<file path="src/rtl/ltmr_pkg.sv">
package ltmr_pkg;
    localparam int unsigned CFG_W   = 4;
    localparam int unsigned SHIFT_W = 3;

    typedef logic [SHIFT_W-1:0] shift_t;
    typedef logic [CFG_W-1:0]   cfg_t;
endpackage

</file>
<file path="src/rtl/ltmr_div_decode.sv">
module ltmr_div_decode
    import ltmr_pkg::*;
(
    input  cfg_t   cfg_i,
    output shift_t shift_o
);
    shift_t code;
    logic   unused_cfg;

    // Bit 2 sits outside the ratio code.
    assign unused_cfg = cfg_i[2];

    always_comb begin
        code    = {cfg_i[3], cfg_i[1], cfg_i[0]};
        shift_o = code + shift_t'(1);
    end
endmodule

</file>
<file path="src/rtl/ltmr_prescale.sv">
module ltmr_prescale
    import ltmr_pkg::*;
#(
    parameter int unsigned BASE_LOG2 = 4
) (
    input  logic   clk_i,
    input  logic   rst_ni,
    input  logic   restart_i,
    input  logic   run_i,
    input  shift_t shift_i,
    output logic   tick_o
);
    localparam int unsigned MAX_SHIFT = (1 << SHIFT_W) - 1;
    localparam int unsigned PRE_W     = BASE_LOG2 + MAX_SHIFT;

    logic [PRE_W-1:0] phase_d, phase_q;
    logic [PRE_W-1:0] last;

    always_comb begin
        // Last phase of the tick: 2^(BASE_LOG2 + shift) - 1.
        last    = {PRE_W{1'b1}} >> (PRE_W'(MAX_SHIFT) - PRE_W'(shift_i));
        tick_o  = run_i && !restart_i && (phase_q == last);
        phase_d = phase_q;
        if (restart_i || tick_o) begin
            phase_d = '0;
        end else if (run_i) begin
            phase_d = phase_q + PRE_W'(1);
        end
    end

    always_ff @(posedge clk_i) begin
        if (!rst_ni) begin
            phase_q <= '0;
        end else begin
            phase_q <= phase_d;
        end
    end
endmodule

</file>
<file path="src/rtl/ltmr_core.sv">
module ltmr_core
    import ltmr_pkg::*;
#(
    parameter int unsigned CNT_W     = 32,
    parameter int unsigned WDATA_W   = 64,
    parameter int unsigned BASE_LOG2 = 4
) (
    input  logic               clk_i,
    input  logic               rst_ni,
    input  logic               load_i,
    input  logic [WDATA_W-1:0] load_data_i,
    input  logic [CFG_W-1:0]   div_cfg_i,
    output logic [CNT_W-1:0]   count_o,
    output logic               expire_o
);
    typedef struct packed {
        logic [CNT_W-1:0] cnt;
        shift_t           shift;
        logic             expire;
    } state_t;

    state_t st_d, st_q;
    shift_t cfg_shift;
    logic   tick;
    logic   running;
    logic   unused_hi;

    assign unused_hi = ^load_data_i[WDATA_W-1:CNT_W];
    assign running   = (st_q.cnt != '0);

    ltmr_div_decode u_decode (
        .cfg_i   (div_cfg_i),
        .shift_o (cfg_shift)
    );

    ltmr_prescale #(
        .BASE_LOG2 (BASE_LOG2)
    ) u_prescale (
        .clk_i     (clk_i),
        .rst_ni    (rst_ni),
        .restart_i (load_i),
        .run_i     (running),
        .shift_i   (st_q.shift),
        .tick_o    (tick)
    );

    always_comb begin
        st_d        = st_q;
        st_d.expire = 1'b0;
        if (load_i) begin
            st_d.cnt   = load_data_i[CNT_W-1:0];
            st_d.shift = cfg_shift;
        end else if (tick) begin
            st_d.cnt    = st_q.cnt - CNT_W'(1);
            st_d.shift  = cfg_shift;
            st_d.expire = (st_q.cnt == CNT_W'(1));
        end
    end

    always_ff @(posedge clk_i) begin
        if (!rst_ni) begin
            st_q <= '0;
        end else begin
            st_q <= st_d;
        end
    end

    assign count_o  = st_q.cnt;
    assign expire_o = st_q.expire;
endmodule

</file>
<file path="config.mk">
export PLATFORM = sky130hd
export DESIGN_NAME = ltmr_core
export DESIGN_NICKNAME = d
export VERILOG_FILES = /design/src/rtl/ltmr_pkg.sv /design/src/rtl/ltmr_div_decode.sv /design/src/rtl/ltmr_prescale.sv /design/src/rtl/ltmr_core.sv
export SDC_FILE = /design/constraint.sdc
export NUM_CORES = 1
export LEC_CHECK = 0
export BUFFER_PORTS_ARGS = -buffer_cell sky130_fd_sc_hd__buf_4
export CORE_ASPECT_RATIO = 1.2
export CORE_UTILIZATION = 25
export CTS_BUF_LIST = sky130_fd_sc_hd__clkbuf_16
export DETAILED_ROUTE_END_ITERATION = 8
export PLACE_DENSITY_LB_ADDON = 0.2
export SLEW_MARGIN = 5
export SYNTH_ARGS = -nofsm -noshare
export SYNTH_HDL_FRONTEND = slang
export SYNTH_HIERARCHICAL = 1
export SYNTH_SLANG_ARGS = --single-unit
</file>
<file path="constraint.sdc">
create_clock -name clk_i -period 4.1 [get_ports clk_i]
set_input_delay 0.205 -clock clk_i [delete_from_list [all_inputs] [get_ports clk_i]]
set_output_delay 0.205 -clock clk_i [all_outputs]
set_load 0.005 [all_outputs]
</file>
# Word level (Yosys, flattened, before mapping)

Cells that the tools add are included.

Add/subtract/negate cells: 4
Equal/unequal tests: 2
Shifts and indexed selects: 1
Multiplexer cells: 2
Bitwise logic cells: 2
Reductions and logical operators: 8

Operator list:

| kind                   | count |
|---|---|
| $mux 36                | 1 |
| $mux 35                | 1 |
| $eq 32x1->1 const B    | 1 |
| $reduce_bool 32->1     | 1 |
| $sub 32x1->32 const B  | 1 |
| $add 11x1->11 const B  | 1 |
| $eq 11x11->1           | 1 |
| $shr 11x11->11 const A | 1 |
| $sub 3x3->4 const A    | 1 |
| $add 3x1->3 const B    | 1 |
| $reduce_or 3->1        | 1 |
| $logic_and 1x1->1      | 2 |
| $not 1->1              | 2 |
| $reduce_bool 2->1      | 1 |
| $reduce_or 2->1        | 1 |
| $logic_not 1->1        | 1 |
| $logic_or 1x1->1       | 1 |

Bits in registers: 47
Input port bits: 71
Output and inout bits: 33
Word-level logic and storage cells: 23

# Logic depth before layout (Yosys ltp)

Gate-level depths: netlist of the first run.

Word-level depth: 6
Depth in mapped cells: 13
Gate-level depth less buffers: 11

# Modules after synthesis

Netlist of the first run, hierarchy kept.

Modules (own cells, without submodules):

| module          | instances | cells an instance | area an instance (µm²) | sequential area each (µm²) |
|---|---|---|---|---|
| ltmr_core       | 1         | 269               | 2234.6                 | 720.7 |
| ltmr_prescale   | 1         | 89                | 763.2                  | 220.2 |
| ltmr_div_decode | 1         | 3                 | 25.0                   | 0.0 |

# Worst setup path before layout of the first run

OpenSTA, ideal clock, no wires.

Path kind: flip-flop to flip-flop
Start point: reg st_q, in the netlist count_o[19]
End point: reg st_q, in the netlist count_o[26]
Library setup time: 0.137 ns
Arrival: 3.015 ns
Required time: 3.963 ns
Path slack: 0.949 ns
Cell stages (with the launch flop): 14
Path buffers: 2
Period minus slack after synthesis: 3.151 ns
Cell sequence: dfxtp_1 nor4_1 nand4b_1 nor4_1 nand2_1 nand4_4 nor4_4 and3_1 clkbuf_1 and4bb_2 nand3_1 clkbuf_1 or4_1 a31oi_1

Cells in the longest elaborated chain, start to end: 4
Elaborated cells on any way between the ends: 7
Classes of those cells: add/sub (1); mux (2); reduce/logical (4)

Ends and longest elaborated chain:

| element                            | line                | RTL |
|---|---|---|
| from (decl)                        | ltmr_core.sv:22     | `state_t st_d, st_q;` |
| from (signal assigned)             | ltmr_core.sv:64     | `st_q <= st_d;` |
| $reduce_bool 32->1                 | ltmr_core.sv:29     | `assign running = (st_q.cnt != '0);` |
| net running                        | ltmr_core.sv:25     | `logic running;` |
| $logic_and 1x1->1 (2 in a row)     | ltmr_prescale.sv:22 | `tick_o = run_i && !restart_i && (phase_q == last);` |
| net tick                           | ltmr_core.sv:24     | `logic tick;` |
| $reduce_bool 2->1 (no source line) | --                  |  |

The timed path passes the listed nets, and every way through them passes these cells. The select of a mux whose other input is x is not followed.
A chain may end at the register's enable or synchronous reset.

# Worst setup path in the final report of the first run

Start point: reg st_q, in the netlist count_o[19]
End point: reg st_q, in the netlist count_o[17]

The elaborated chain is that of the path after synthesis.

==> results of run 1 <==
-- cells by family (layout without fill, tap and decap cells) --
logic type,Yosys count,after routing,synth area share
muxes,1,1,0.00372
buffers and inverters,60,101,0.123
and+or+nand+nor,117,117,0.250
xor gates and xnor gates,17,17,0.0493
adders and majority gates,4,4,0.0166
DFF,47,47,0.311
AOI/OAI and AO/OA,115,115,0.247
-- worst min-delay path by stage --
| stage | start | to | slack, ns | cells past startpoint |
|---|---|---|---|---|
| CTS | load_data_i[6] | count_o[6] | 0.12 | 2 |
| global placement | load_data_i[0] | count_o[0] | 0.43 | 2 |
| floorplan | load_data_i[0] | count_o[0] | 0.34 | 1 |
| global route | load_data_i[6] | count_o[6] | 0.13 | 2 |
| detailed placement | load_data_i[6] | count_o[6] | 0.43 | 2 |
| finish | load_data_i[4] | count_o[4] | 0.13 | 2 |
-- synthesized netlist by cell type, types with 2 or more instances --
cell / instances / share of area
dfxtp_1: 47 / 0.31
o21ai_0: 37 / 0.061
buf_4: 32 / 0.079
nand2_1: 20 / 0.025
a31oi_1: 19 / 0.039
or4_1: 17 / 0.042
o31ai_1: 16 / 0.040
a21oi_1: 15 / 0.025
clkbuf_1: 14 / 0.017
nor3_1: 10 / 0.017
xor2_1: 9 / 0.026
inv_1: 8 / 0.0099
nor2_1: 8 / 0.0099
xnor2_1: 8 / 0.023
nand4_1: 7 / 0.014
nor4_1: 7 / 0.014
or3_1: 7 / 0.014
a21boi_0: 5 / 0.012
nand2b_1: 5 / 0.010
a211oi_1: 4 / 0.0099
and4_1: 4 / 0.012
ha_1: 4 / 0.017
nand3_1: 4 / 0.0066
o211a_1: 4 / 0.013
o21a_1: 4 / 0.0099
and3_1: 3 / 0.0062
buf_6: 3 / 0.011
nor2b_1: 3 / 0.0062
and2_1: 2 / 0.0041
buf_2: 2 / 0.0033
nand3b_1: 2 / 0.0050
nand4b_1: 2 / 0.0058
or2_2: 2 / 0.0041
or4_2: 2 / 0.0058
-- per-stage QoR --
stage                     setup slack, ns  utilization  power [mW]  hold slack, ns  cells
final                               0.672        0.315        1.18           0.131    559
after global routing                0.361        0.315        1.25           0.127    559
after detailed placement            0.646        0.302       0.729           0.434    552
after global placement              0.705        0.302       0.727           0.430    552
after floorplan                     0.949            -       0.658           0.343    361
after CTS                           0.625        0.315        1.21           0.125    559
-- power by group through the flow --
stage          clock network [mW]  logic, mW  registers, mW
2_1_floorplan                   0      0.144          0.514
3_3_place_gp                    0      0.199          0.529
3_5_place_dp                    0      0.200          0.529
4_1_cts                     0.486      0.201          0.519
5_1_grt                     0.500      0.220          0.525
6_report                    0.464      0.198          0.519
-- state kept, by name (all words and copies together) (netlist names) --
| signal | cells |
|---|---|
| expire_o | 1 |
| u_prescale/phase_q | 11 |
| count_o | 32 |
| st_q | 3 |
-- cell type report --
type                       count  area, um^2
clock inverter                 2        33.8
clock buffer                   5         125
tap                          157         196
inverter                       9        33.8
multi-input combinational    254        1710
timing repair buffer          85         638
fill                        1282        8000
sequential                    47         941
-- per-layer routing --
metal	part of all wire	wire length, um
met2	0.49	4040
met5	0	0
met3	0.048	403
met4	0.0057	47
met1	0.46	3830
==> results.sh, run 1 <==
export IMPL_status="finished clean"
export IMPL_area_growth_pct=21.7
export IMPL_die_h_um=122
export IMPL_synth_edf_count=0
export IMPL_critical_path_endpoint="count_o[17]"
export IMPL_worstSetupPathType="reg2reg"
export IMPL_r2r_end="count_o[17]"
export IMPL_r2r_cells=13
export IMPL_ir_drop_uv=161
export IMPL_met1_usage=0.182
export IMPL_leakage_nw=1.39
export IMPL_fin_crit_ns=3.43
export IMPL_drt_iter0_drc=88
export IMPL_vias_per_cell=5.04
export IMPL_fin_crit_sh=0.836
export IMPL_setup_viol=0
export IMPL_cp_slowest_cell="dfxtp_1"
export IMPL_cts_resized=0
export IMPL_worst_pin_slew_ns=0.540
export IMPL_startpoint_type="flip-flop"
export IMPL_drt_wl_total_mm=8.32
export IMPL_p_clk_frac=0.393
export IMPL_synth_seq_area_share=0.311
export IMPL_drive_gt1_frac=0.266
export IMPL_rows=43
export IMPL_clkSlewWorstSetupHoldPaths_ns=0.07
export IMPL_path_buf_inv=2
export IMPL_required_ns=4.32
export IMPL_syn_area_mm2=0.00302
export IMPL_synthCells=361
export IMPL_r2r_slack_ns=0.67
export IMPL_p_seq_frac=0.440
export IMPL_final_area_mm2=0.00368
export IMPL_worstPathCellList="nor4_1, buf_4, nand4b_1, nor4_1, nand2_1, nand4_4, nor4_4, and3_1, nor3b_1, nand3_1, buf_4, or4_1, a31oi_1"
export IMPL_cts_sink_count=47
export IMPL_fp_dieW_um=102
export IMPL_grt_overflow_total=0
export IMPL_cts_max_path_buffers=2
export IMPL_tns_ns=0
export IMPL_cts_setup_buffers=0
export IMPL_nets=477
export IMPL_syn_num_nets=436
export IMPL_async_flop_share=0
export IMPL_gr_usage_met2=0.222
export IMPL_wl_per_cell_um=14.9
export IMPL_use_met3=0.0319
export IMPL_h_tree_depth=2
export IMPL_antenna_found_initial=0
export IMPL_clkLatencyLatePin_ns=0.29
export IMPL_netSwitchingFraction=0.265
export IMPL_cts_tree="yes"
export IMPL_start_util=0.259
export IMPL_grt_max_degree=41
export IMPL_syn_area_per_cell_um2=8.37
export IMPL_io_buffers=70
export IMPL_drc=0
export IMPL_p_comb_frac=0.168
export IMPL_path_max_fanout=9
export IMPL_synth_seq_cells=47
export IMPL_slew_headroom=0.640
export IMPL_crit_family="simple AND/OR/NAND/NOR gates"
export IMPL_worstReg2RegStart="count_o[19]"
export IMPL_grt_setup_unrepaired="false"
export IMPL_dr_pass1_iters=4
export IMPL_grt_usage=0.139
export IMPL_synth_warnings=6
export IMPL_ctsHoldBuffers=0
export IMPL_fin_skew_ns=0.00808
export IMPL_layout_common_cells="85 x buf_4, 47 x dfxtp_1, 37 x o21ai_0"
export IMPL_crit_cells=13
export IMPL_hold_path_class="in2reg"
export IMPL_max_freq_mhz=292
export IMPL_max_cap_violations=0
export IMPL_grt_pass1_vias=2669
export IMPL_crit_start="count_o[19]"
export IMPL_core_area_mm2=0.0117
export IMPL_drv_slew=0
export IMPL_final_common_cell="buf_4"
export IMPL_numCtsBuffers=5
export IMPL_io_pins=104
export IMPL_grt_pass1_wl_mm=13.4
export IMPL_antenna_cells=0
export IMPL_ant_nets=0
export IMPL_via_count=2816
export IMPL_hold_viol=0
export IMPL_p_sw_uw=313
export IMPL_cp_arrival_ns=3.65
export IMPL_cp_end_kind="flip-flop"
export IMPL_busiest_layer="met2"
export IMPL_die_area_mm2=0.0125
export IMPL_ys_types=59
export IMPL_crit_path_max_incr_delay_ns=0.49
export IMPL_synth_top_flop_cell="dfxtp_1"
export IMPL_cts_root_buf="clkbuf_16"
export IMPL_dpl_hpwl_mm=5.94
export IMPL_power_per_cell_area_mw_per_mm2=321
export IMPL_placed_area_mm2=0.00352
export IMPL_gp_congestion=0.757
export IMPL_p_int_uw=867
Note: power is estimated with default switching activity, not from simulation.
==> run 2, diff against run 1 <==
==> constraint.sdc (replaced) <==
create_clock -name clk_i -period 2.93 [get_ports clk_i]
set_input_delay 0.1465 -clock clk_i [delete_from_list [all_inputs] [get_ports clk_i]]
set_output_delay 0.1465 -clock clk_i [all_outputs]
set_load 0.005 [all_outputs]
==> run 2 against run 1 <==
  * Count of clock-buffer cells in the layout is the same
  * Core utilization grew 3.3 points
  * Sequential cell count unchanged
  * Sequential share of layout area down 2.4 points
  * Hold slack got worse by 0.056 ns
  * Non-clock buffer count increased by 41
  * Critical path type unchanged
  * Register-to-register slack got worse by 0.57 ns
==> results.sh, run 2 (same netlist as run 1, synthesis figures left out) <==
export IMPL_status="finished clean"
export IMPL_power_per_cell_area_mw_per_mm2=425
export IMPL_worstSetupPathType="reg2reg"
export IMPL_setup_viol=0
export IMPL_gp_congestion=0.781
export IMPL_fp_dieW_um=102
export IMPL_vias_per_cell=4.94
export IMPL_grt_setup_unrepaired="true"
export IMPL_grt_pass1_vias=2810
export IMPL_final_common_cell="buf_4"
export IMPL_grt_usage=0.144
export IMPL_fin_cells=601
export IMPL_drt_iter0_drc=102
export IMPL_clkLatencyLatePin_ns=0.29
export IMPL_cts_root_buf="clkbuf_16"
export IMPL_path_max_fanout=6
export IMPL_cts_sink_count=47
export IMPL_cts_tree="yes"
export IMPL_fin_crit_sh=0.964
export IMPL_fin_crit_ns=2.83
export IMPL_cp_arrival_ns=3.05
export IMPL_cts_max_path_buffers=2
export IMPL_hold_viol=0
export IMPL_ir_drop_uv=201
export IMPL_dpl_hpwl_mm=6.46
export IMPL_grt_max_degree=56
export IMPL_fillCellCount=1261
export IMPL_nets=518
export IMPL_max_freq_mhz=354
export IMPL_layout_common_cells="124 x buf_4, 46 x dfxtp_1, 37 x o21ai_0"
export IMPL_max_cap_violations=0
export IMPL_hold_path_class="in2reg"
export IMPL_drive_gt1_frac=0.354
export IMPL_grt_overflow_total=0
export IMPL_die_h_um=122
export IMPL_grt_pass1_wl_mm=14.0
export IMPL_cts_setup_buffers=0
export IMPL_dr_pass1_iters=4
export IMPL_required_ns=3.15
export IMPL_area_growth_pct=34.3
export IMPL_slew_headroom=0.650
export IMPL_worst_pin_slew_ns=0.523
export IMPL_drt_wl_total_mm=8.61
export IMPL_numCtsBuffers=5
export IMPL_h_tree_depth=2
export IMPL_rows=43
export IMPL_largest_reg_flops=32
export IMPL_post_place_ws_ns=-0.0137
export IMPL_drv_slew=0
export IMPL_wl_per_cell_um=14.3
export IMPL_clkSlewWorstSetupHoldPaths_ns=0.07
export IMPL_setup_slack_ns=0.105
export IMPL_antenna_found_initial=0
export IMPL_drc=0
export IMPL_placed_cells=593
export IMPL_leakage_nw=1.61
export IMPL_via_count=2971
export IMPL_cp_end_kind="flip-flop"
export IMPL_antenna_cells=0
export IMPL_fin_skew_ns=0.00389
export IMPL_startpoint_type="flip-flop"
export IMPL_io_pins=104
export IMPL_die_area_mm2=0.0125
export IMPL_power_mw=1.72
export IMPL_ant_nets=0
export IMPL_core_area_mm2=0.0117
export IMPL_start_util=0.259
export IMPL_io_buffers=70
export IMPL_fin_util=0.348
run 2: path summary, 6_finish.rpt:
kind	from	endpoint	slack (ns)	depth (start not counted)
worst max-delay path	u_prescale/phase_q[5]	count_o[17]	0.10	9
worst min-delay path	load_data_i[0]	count_o[0]	0.07	2
worst max register to register	u_prescale/phase_q[5]	count_o[17]	0.10	9
worst min register to register	u_prescale/phase_q[0]	u_prescale/phase_q[0]	0.60	3
run 2: area by class of cell:
class	instances	area (um^2)	area share
Inverter	9	33.8	0.00832
Multi-Input combinational cell	254	1760	0.433
Sequential cell	47	942	0.232
Clock buffer	5	125	0.0308
Tap cell	157	196	0.0484
Clock inverter	3	42.5	0.0105
Timing Repair Buffer	126	962	0.237
run 2: critical path: stages (launching register included):
cell and delay (ns):
dfxtp_2 0.33, or4_1 0.52, o311a_2 0.15, nor4_4 0.30, and3_4 0.27, nor3b_4 0.23, nand3_1 0.19, buf_4 0.21
or4_1 0.40, a31oi_1 0.16
run 2: per-layer routing:
| metal | share of wire | track usage | vias to the layer above | routed length (um) |
|---|---|---|---|---|
| li1 | - | - | 1499 | - |
| met1 | 0.44 | 0.177 | 1404 | 3770 |
| met2 | 0.51 | 0.247 | 61 | 4350 |
| met3 | 0.042 | 0.0308 | 7 | 360 |
| met4 | 0.015 | 0.0464 | 0 | 130 |
| met5 | 0 | 0 | - | 0 |
run 2: per-stage QoR:
stage / hold WS, ns / instance area (um^2) / setup TNS (ns)
global route: 0.0817 / 4060 / -0.0992
detailed placement: 0.373 / 3860 / -0.0137
global placement: 0.373 / 3860 / 0
finish: 0.0746 / 4060 / 0
CTS: 0.0672 / 4040 / 0
floorplan: 0.284 / 3050 / 0
run 2: power breakdown:
group / leakage [nW] / switching, mW / internal [mW]
sequential: 0.388 / 0.0224 / 0.673
combinational: 1.14 / 0.177 / 0.188
clock: 0.0818 / 0.261 / 0.403
total: 1.61 / 0.461 / 1.26
run 2: timing repair:
action / 4_1_cts / 5_1_grt
pin swaps: 0 / 1
endpoints found under the setup margin: 1 / 23
hold endpoints to repair: 0 / 0
resized for setup: 1 / 6
hold buffers: 0 / 0
